[src/rtl/irqc_pkg.sv]
`timescale 1ns/1ps
package irqc_pkg;
  // Word offsets; software decodes these, so they are fixed
  localparam int unsigned OFS_NSTAT = 0;
  localparam int unsigned OFS_FSTAT = 1;
  localparam int unsigned OFS_RAW   = 2;
  localparam int unsigned OFS_STEER = 3;
  localparam int unsigned OFS_ENSET = 4;
  localparam int unsigned OFS_ENCLR = 5;
  localparam int unsigned OFS_POL   = 8;

  // Per-source gating toward the normal line
  function automatic logic gate_norm(input logic lvl, input logic en, input logic steer);
    return lvl & en & ~steer;
  endfunction

  // Per-source gating toward the fast line
  function automatic logic gate_fast(input logic lvl, input logic en, input logic steer);
    return lvl & en & steer;
  endfunction
endpackage

[src/rtl/irqc_regs.sv]
`timescale 1ns/1ps
module irqc_regs #(
  parameter int NSRC = 32,
  parameter int AW   = 4
) (
  input  logic            clk,
  input  logic            rst_n,
  input  logic [AW-1:0]   bus_addr,
  input  logic            bus_we,
  input  logic [NSRC-1:0] bus_wdata,
  output logic [NSRC-1:0] en_q,
  output logic [NSRC-1:0] steer_q,
  output logic            pol_q
);
  import irqc_pkg::*;

  // Named write events
  logic wr_set_ev, wr_clr_ev, wr_steer_ev, wr_pol_ev;
  assign wr_set_ev   = bus_we && (bus_addr == AW'(OFS_ENSET));
  assign wr_clr_ev   = bus_we && (bus_addr == AW'(OFS_ENCLR));
  assign wr_steer_ev = bus_we && (bus_addr == AW'(OFS_STEER));
  assign wr_pol_ev   = bus_we && (bus_addr == AW'(OFS_POL));

  logic [NSRC-1:0] set_m, clr_m;
  assign set_m = wr_set_ev ? bus_wdata : '0;
  assign clr_m = wr_clr_ev ? bus_wdata : '0;

  always_ff @(posedge clk or negedge rst_n) begin
    if (!rst_n) begin
      en_q    <= '0;
      steer_q <= '0;
      pol_q   <= 1'b0;
    end else begin
      en_q <= (en_q | set_m) & ~clr_m;
      if (wr_steer_ev) steer_q <= bus_wdata;
      if (wr_pol_ev)   pol_q   <= bus_wdata[0];
    end
  end

  // a set write turns on the data bits and turns none off
  a_r5_set_only: assert property (@(posedge clk) disable iff (!rst_n)
    wr_set_ev |=> (((en_q & $past(bus_wdata)) == $past(bus_wdata)) &&
                   (($past(en_q) & ~en_q) == '0)));
  // a clear write turns off the data bits and turns none on
  a_r6_clr_only: assert property (@(posedge clk) disable iff (!rst_n)
    wr_clr_ev |=> (((en_q & $past(bus_wdata)) == '0) &&
                   ((en_q & ~$past(en_q)) == '0)));
  // with no set or clear write, the enable word holds
  a_r10_en_hold: assert property (@(posedge clk) disable iff (!rst_n)
    !(wr_set_ev || wr_clr_ev) |=> $stable(en_q));
  // the steering word changes only through its own offset
  a_r7_steer_hold: assert property (@(posedge clk) disable iff (!rst_n)
    !wr_steer_ev |=> $stable(steer_q));
  // the policy bit changes only through its own offset
  a_r9_pol_hold: assert property (@(posedge clk) disable iff (!rst_n)
    !wr_pol_ev |=> $stable(pol_q));
endmodule

[src/rtl/irqc_route.sv]
`timescale 1ns/1ps
module irqc_route #(
  parameter int NSRC = 32
) (
  input  logic            clk,
  input  logic            rst_n,
  input  logic [NSRC-1:0] lvl,
  input  logic [NSRC-1:0] en,
  input  logic [NSRC-1:0] steer,
  output logic [NSRC-1:0] nstat,
  output logic [NSRC-1:0] fstat,
  output logic            irq_norm,
  output logic            irq_fast
);
  import irqc_pkg::*;

  for (genvar gi = 0; gi < NSRC; gi++) begin : g_src
    assign nstat[gi] = gate_norm(lvl[gi], en[gi], steer[gi]);
    assign fstat[gi] = gate_fast(lvl[gi], en[gi], steer[gi]);
  end

  logic any_norm, any_fast;
  assign any_norm = |nstat;
  assign any_fast = |fstat;

  always_ff @(posedge clk or negedge rst_n) begin
    if (!rst_n) begin
      irq_norm <= 1'b0;
      irq_fast <= 1'b0;
    end else begin
      irq_norm <= any_norm;
      irq_fast <= any_fast;
    end
  end

  // no source reaches both lines at once
  a_r3_disjoint: assert property (@(posedge clk) disable iff (!rst_n)
    (nstat & fstat) == '0);
  // a masked source never shows in the fast status
  a_r4_masked: assert property (@(posedge clk) disable iff (!rst_n)
    (fstat & ~en) == '0);
  // each output follows its status one clock later
  a_r8_norm_up: assert property (@(posedge clk) disable iff (!rst_n)
    (nstat != '0) |=> irq_norm);
  a_r8_norm_dn: assert property (@(posedge clk) disable iff (!rst_n)
    (nstat == '0) |=> !irq_norm);
  a_r8_fast_up: assert property (@(posedge clk) disable iff (!rst_n)
    (fstat != '0) |=> irq_fast);
  a_r8_fast_dn: assert property (@(posedge clk) disable iff (!rst_n)
    (fstat == '0) |=> !irq_fast);
endmodule

[src/rtl/irqc_rdmux.sv]
`timescale 1ns/1ps
module irqc_rdmux #(
  parameter int NSRC = 32,
  parameter int AW   = 4
) (
  input  logic [AW-1:0]   addr,
  input  logic [NSRC-1:0] lvl,
  input  logic [NSRC-1:0] nstat,
  input  logic [NSRC-1:0] fstat,
  input  logic [NSRC-1:0] en,
  input  logic [NSRC-1:0] steer,
  input  logic            pol,
  output logic [NSRC-1:0] rdata
);
  import irqc_pkg::*;

  localparam logic [AW-1:0] A_NSTAT = AW'(OFS_NSTAT);
  localparam logic [AW-1:0] A_FSTAT = AW'(OFS_FSTAT);
  localparam logic [AW-1:0] A_RAW   = AW'(OFS_RAW);
  localparam logic [AW-1:0] A_STEER = AW'(OFS_STEER);
  localparam logic [AW-1:0] A_ENSET = AW'(OFS_ENSET);
  localparam logic [AW-1:0] A_POL   = AW'(OFS_POL);

  always_comb begin
    case (addr)
      A_NSTAT: rdata = nstat;
      A_FSTAT: rdata = fstat;
      A_RAW:   rdata = lvl;
      A_STEER: rdata = steer;
      A_ENSET: rdata = en;
      A_POL:   rdata = {{(NSRC-1){1'b0}}, pol};
      default: rdata = '0;  // clear port and unmapped offsets
    endcase
  end
endmodule

[src/rtl/irqc_top.sv]
`timescale 1ns/1ps
module irqc_top #(
  parameter int NSRC = 32,
  parameter int AW   = 4
) (
  input  logic            clk,
  input  logic            rst_n,
  input  logic [NSRC-1:0] src_lvl,
  input  logic [AW-1:0]   bus_addr,
  input  logic            bus_we,
  input  logic [NSRC-1:0] bus_wdata,
  output logic [NSRC-1:0] bus_rdata,
  output logic            irq_norm,
  output logic            irq_fast
);
  import irqc_pkg::*;

  logic [NSRC-1:0] en_w, steer_w, nstat_w, fstat_w;
  logic            pol_w;

  irqc_regs #(.NSRC(NSRC), .AW(AW)) u_regs (
    .clk(clk), .rst_n(rst_n), .bus_addr(bus_addr), .bus_we(bus_we),
    .bus_wdata(bus_wdata), .en_q(en_w), .steer_q(steer_w), .pol_q(pol_w)
  );

  irqc_route #(.NSRC(NSRC)) u_route (
    .clk(clk), .rst_n(rst_n), .lvl(src_lvl), .en(en_w), .steer(steer_w),
    .nstat(nstat_w), .fstat(fstat_w), .irq_norm(irq_norm), .irq_fast(irq_fast)
  );

  irqc_rdmux #(.NSRC(NSRC), .AW(AW)) u_rdmux (
    .addr(bus_addr), .lvl(src_lvl), .nstat(nstat_w), .fstat(fstat_w),
    .en(en_w), .steer(steer_w), .pol(pol_w), .rdata(bus_rdata)
  );

  // the clear port reads as zero
  a_r6_clr_reads_zero: assert property (@(posedge clk) disable iff (!rst_n)
    (bus_addr == AW'(OFS_ENCLR)) |-> (bus_rdata == '0));
  // only bit 0 of the policy offset is ever non-zero
  a_r9_pol_width: assert property (@(posedge clk) disable iff (!rst_n)
    (bus_addr == AW'(OFS_POL)) |-> (bus_rdata[NSRC-1:1] == '0));
  // the raw offset mirrors the source levels
  a_r2_raw_view: assert property (@(posedge clk) disable iff (!rst_n)
    (bus_addr == AW'(OFS_RAW)) |-> (bus_rdata == src_lvl));
endmodule

[config.mk]
export PLATFORM = sky130hd
export DESIGN_NAME = irqc_top
export DESIGN_NICKNAME = d
export VERILOG_FILES = /design/src/rtl/irqc_pkg.sv /design/src/rtl/irqc_regs.sv /design/src/rtl/irqc_route.sv /design/src/rtl/irqc_rdmux.sv /design/src/rtl/irqc_top.sv
export SDC_FILE = /design/constraint.sdc
export NUM_CORES = 1
export LEC_CHECK = 0
export ABC_AREA = 1
export ABC_CLOCK_PERIOD_IN_PS = 1500
export CORE_ASPECT_RATIO = 0.8
export CORE_UTILIZATION = 40
export CTS_BUF_LIST = sky130_fd_sc_hd__clkbuf_4
export CTS_CLUSTER_SIZE = 20
export DETAILED_ROUTE_END_ITERATION = 10
export DONT_BUFFER_PORTS = 1
export PLACE_DENSITY = 0.63
export SLEW_MARGIN = 20
export SYNTH_ARGS = -nofsm -noshare
export SYNTH_HDL_FRONTEND = slang
export SYNTH_SLANG_ARGS = --single-unit
[constraint.sdc]
create_clock -name clk -period 1.5 [get_ports clk]
set_clock_uncertainty 0.05 [all_clocks]
set_input_delay 0.075 -clock clk [delete_from_list [all_inputs] [get_ports clk]]
set_output_delay 0.075 -clock clk [all_outputs]
set_load 0.01 [all_outputs]
==> results.cfg <==
[setup_path]
worstPathArrival_ps = 1410
worst_path_max_delay_cell = dfrtp_1
required_ps = 1370
r2r.worst_path.cells = 8
r2r-start = u_regs.en_q[25]
endpoint = bus_rdata[0]
max_stage_delay_ps = 420
worst-path-max-fanout = 3
critPathKind = reg2out
cp-startpoint = u_regs.steer_q[0]
timing.rr.end = u_route.irq_norm
critPathCaptureType = output port
crit_chain = nand3_1, nor2_1, a21oi_1, nand3b_1
start_kind = flip-flop
rrSetupSlack_ps = 110

[clocking]
clock_sinks = 67
cts_root_buf = clkbuf_4
clk_pin_slew_ps = 120
cts_buffers = 9
worst_skew_pair.late_latency_ps = 440
cts_max_level = 3
clockBufferDepth = 2
cts_tree = done
hold_buffers = 63

[sta]
period_share = 1.02
drv_slew = 0
rsz0062_at_grt = yes
finalSetupViolations = 3
max_slew.worst_pin.slew_ps = 462
finalSetupTns_ps = -42.4
setup_ws_ps = -30.5
finalHoldViolCount = 67
slew_headroom = 0.692
whs_ps = -731
max_clock_freq_mhz = 653
min_period_ps = 1530

[power_and_ir_drop]
ir_worst_vdd_mv = 0.588
p_leak_nw = 2.69
p_per_area_nw_per_um2 = 959

[cells_and_area]
multiInputGateArea_um2 = 2490
layout_commonest_cell = nand2_1
final_layout_size_suffix_gt1_frac = 0.148
stdcell_area_um2 = 5750
diodes = 0
num-fill-cells = 975
finish.net_count = 839
layout_common_cells = 155 x nand2_1, 136 x nor2_1, 67 x dfrtp_1
seq_area_um2 = 1680
areaGrowthSynthToFinish_pct = 33.3

[logic_synthesis]
synth_largest_area_cell = dfrtp_1
syn-cell-area_um2 = 4320
syn-instance-count = 669
synth-seq-cells = 67
syn_avg_cell_area_um2 = 6.45
seq_area_frac_synth = 0.388
yosys-top-cells-area = dfrtp_1 39%, nand2_1 13%, nor2_1 12%, nand3_1 7.1%, a21oi_1 6.3%
ys_warn_count = 0
synth_top_area_frac = 0.388
syn_nets = 740
synth_cell_types = 16

[route]
first_pass_iters = 6
drc = 0
routed_wl_um = 15400
routedWlPerCell_um = 16.9
vias = 5079
ant_nets = 0
drt_iter0_drc = 497
viasPerCell = 5.58

[placed_design]
hpwl_um = 9010
place_congestion = 0.805
placedInstanceArea_um2 = 4510
port_buffers = 0

[floorplanning]
ios = 105
initial_core_util = 0.417
fp.dieArea_um2 = 11200
die_width_um = 118
dieHeight_um = 94.9
core_region_area_um2 = 10400
rows = 33

[global_routing]
antenna_found_initial = 0
grt_overflow = 0
grt_max_degree = 68
grt_pass1_vias = 4740
grt_usage = 0.270
grt_pass1_wl_um = 23500

[run_status]
status = complete, but fails checks
violations = negative hold slack, negative setup slack

[hold_path]
hp-class = in2async

[flow_run]
drv_cap = 0
flip-flops by register name, indices dropped and copies added, names as in the netlist:
signal            count
u_regs.steer_q       32
u_route.irq_fast      1
u_regs.en_q          32
u_route.irq_norm      1
u_regs.pol_q          1
power by group:
group	leakage, nW	internal, mW	switching (mW)
Combinational	1.79	0.806	0.853
Clock	0.0695	0.499	0.701
Sequential	0.831	2.20	0.455
Total	2.69	3.51	2.01
cells in the mapped netlist:
master / number
a21oi_1: 54
o21ai_1: 32
o21ai_0: 1
dfrtp_1: 67
nand2_1: 155
nor3_4: 1
nand3_1: 61
nand4_1: 23
buf_2: 16
nand2_2: 1
nor3_1: 32
inv_1: 54
nand3b_1: 16
nor2_1: 141
clkbuf_1: 14
nor2_2: 1
kinds of logic (layout without fill, tap and decap cells):
family	Yosys count	count (layout)	share of synthesized area
compound gates	87	87	0.101
flops	67	67	0.388
buf+inv	84	186	0.0777
simple gates	431	431	0.433
worst max-delay path: cells and delay by family, from the launching register on:
kind	cells	cell delay (ps)
AO/OA/AOI/OAI	1	160
flip-flops	1	420
AND/OR/NAND/NOR	3	400
worst min-delay path by stage:
stage	cells after the start	from	end
floorplan	0	rst_n	u_regs.en_q[0]
global placement	0	rst_n	u_regs.pol_q
detailed placement	0	rst_n	u_regs.pol_q
CTS	0	rst_n	u_regs.pol_q
global route	0	rst_n	u_regs.en_q[17]
finish	0	rst_n	u_regs.steer_q[24]
through the flow:
| step | cells | setup WS [ps] | power, mW | hold WS [ps] | utilization |
|---|---|---|---|---|---|
| final | 911 | -30.5 | 5.51 | -731 | 0.555 |
| after global routing | 911 | -89.7 | 5.84 | -754 | 0.555 |
| after CTS | 875 | -9.15 | 5.15 | -760 | 0.515 |
| after detailed placement | 792 | 271 | 3.74 | -268 | 0.435 |
| after global placement | 792 | 294 | 3.68 | -268 | 0.435 |
| after floorplan | 669 | 462 | 3.39 | -271 | - |
layer usage:
| layer | global-route usage | share of wire | vias to the layer above |
|---|---|---|---|
| li1 | - | - | 2386 |
| met1 | 0.347 | 0.43 | 2427 |
| met2 | 0.453 | 0.48 | 241 |
| met3 | 0.0652 | 0.079 | 25 |
| met4 | 0.0801 | 0.017 | 0 |
| met5 | 0 | 0 | - |
area by class of cell:
| cell class | instances | share of cell area |
|---|---|---|
| repair buffers | 118 | 0.190 |
| flip-flops and latches | 67 | 0.291 |
| multi-input cells | 518 | 0.432 |
| clock inverters | 4 | 0.00761 |
| clock buffers | 10 | 0.0130 |
| inverters | 54 | 0.0352 |
| well taps | 140 | 0.0304 |
what timing repair did:
| item | in CTS | in global routing |
|---|---|---|
| endpoints found under the setup margin | 8 | 29 |
| hold endpoints to repair | 134 | 67 |
| pin swaps | 7 | 34 |
| resized for setup | 6 | 36 |
| setup buffers | 6 | 36 |
No activity file was read; power rests on OpenSTA's default activity.
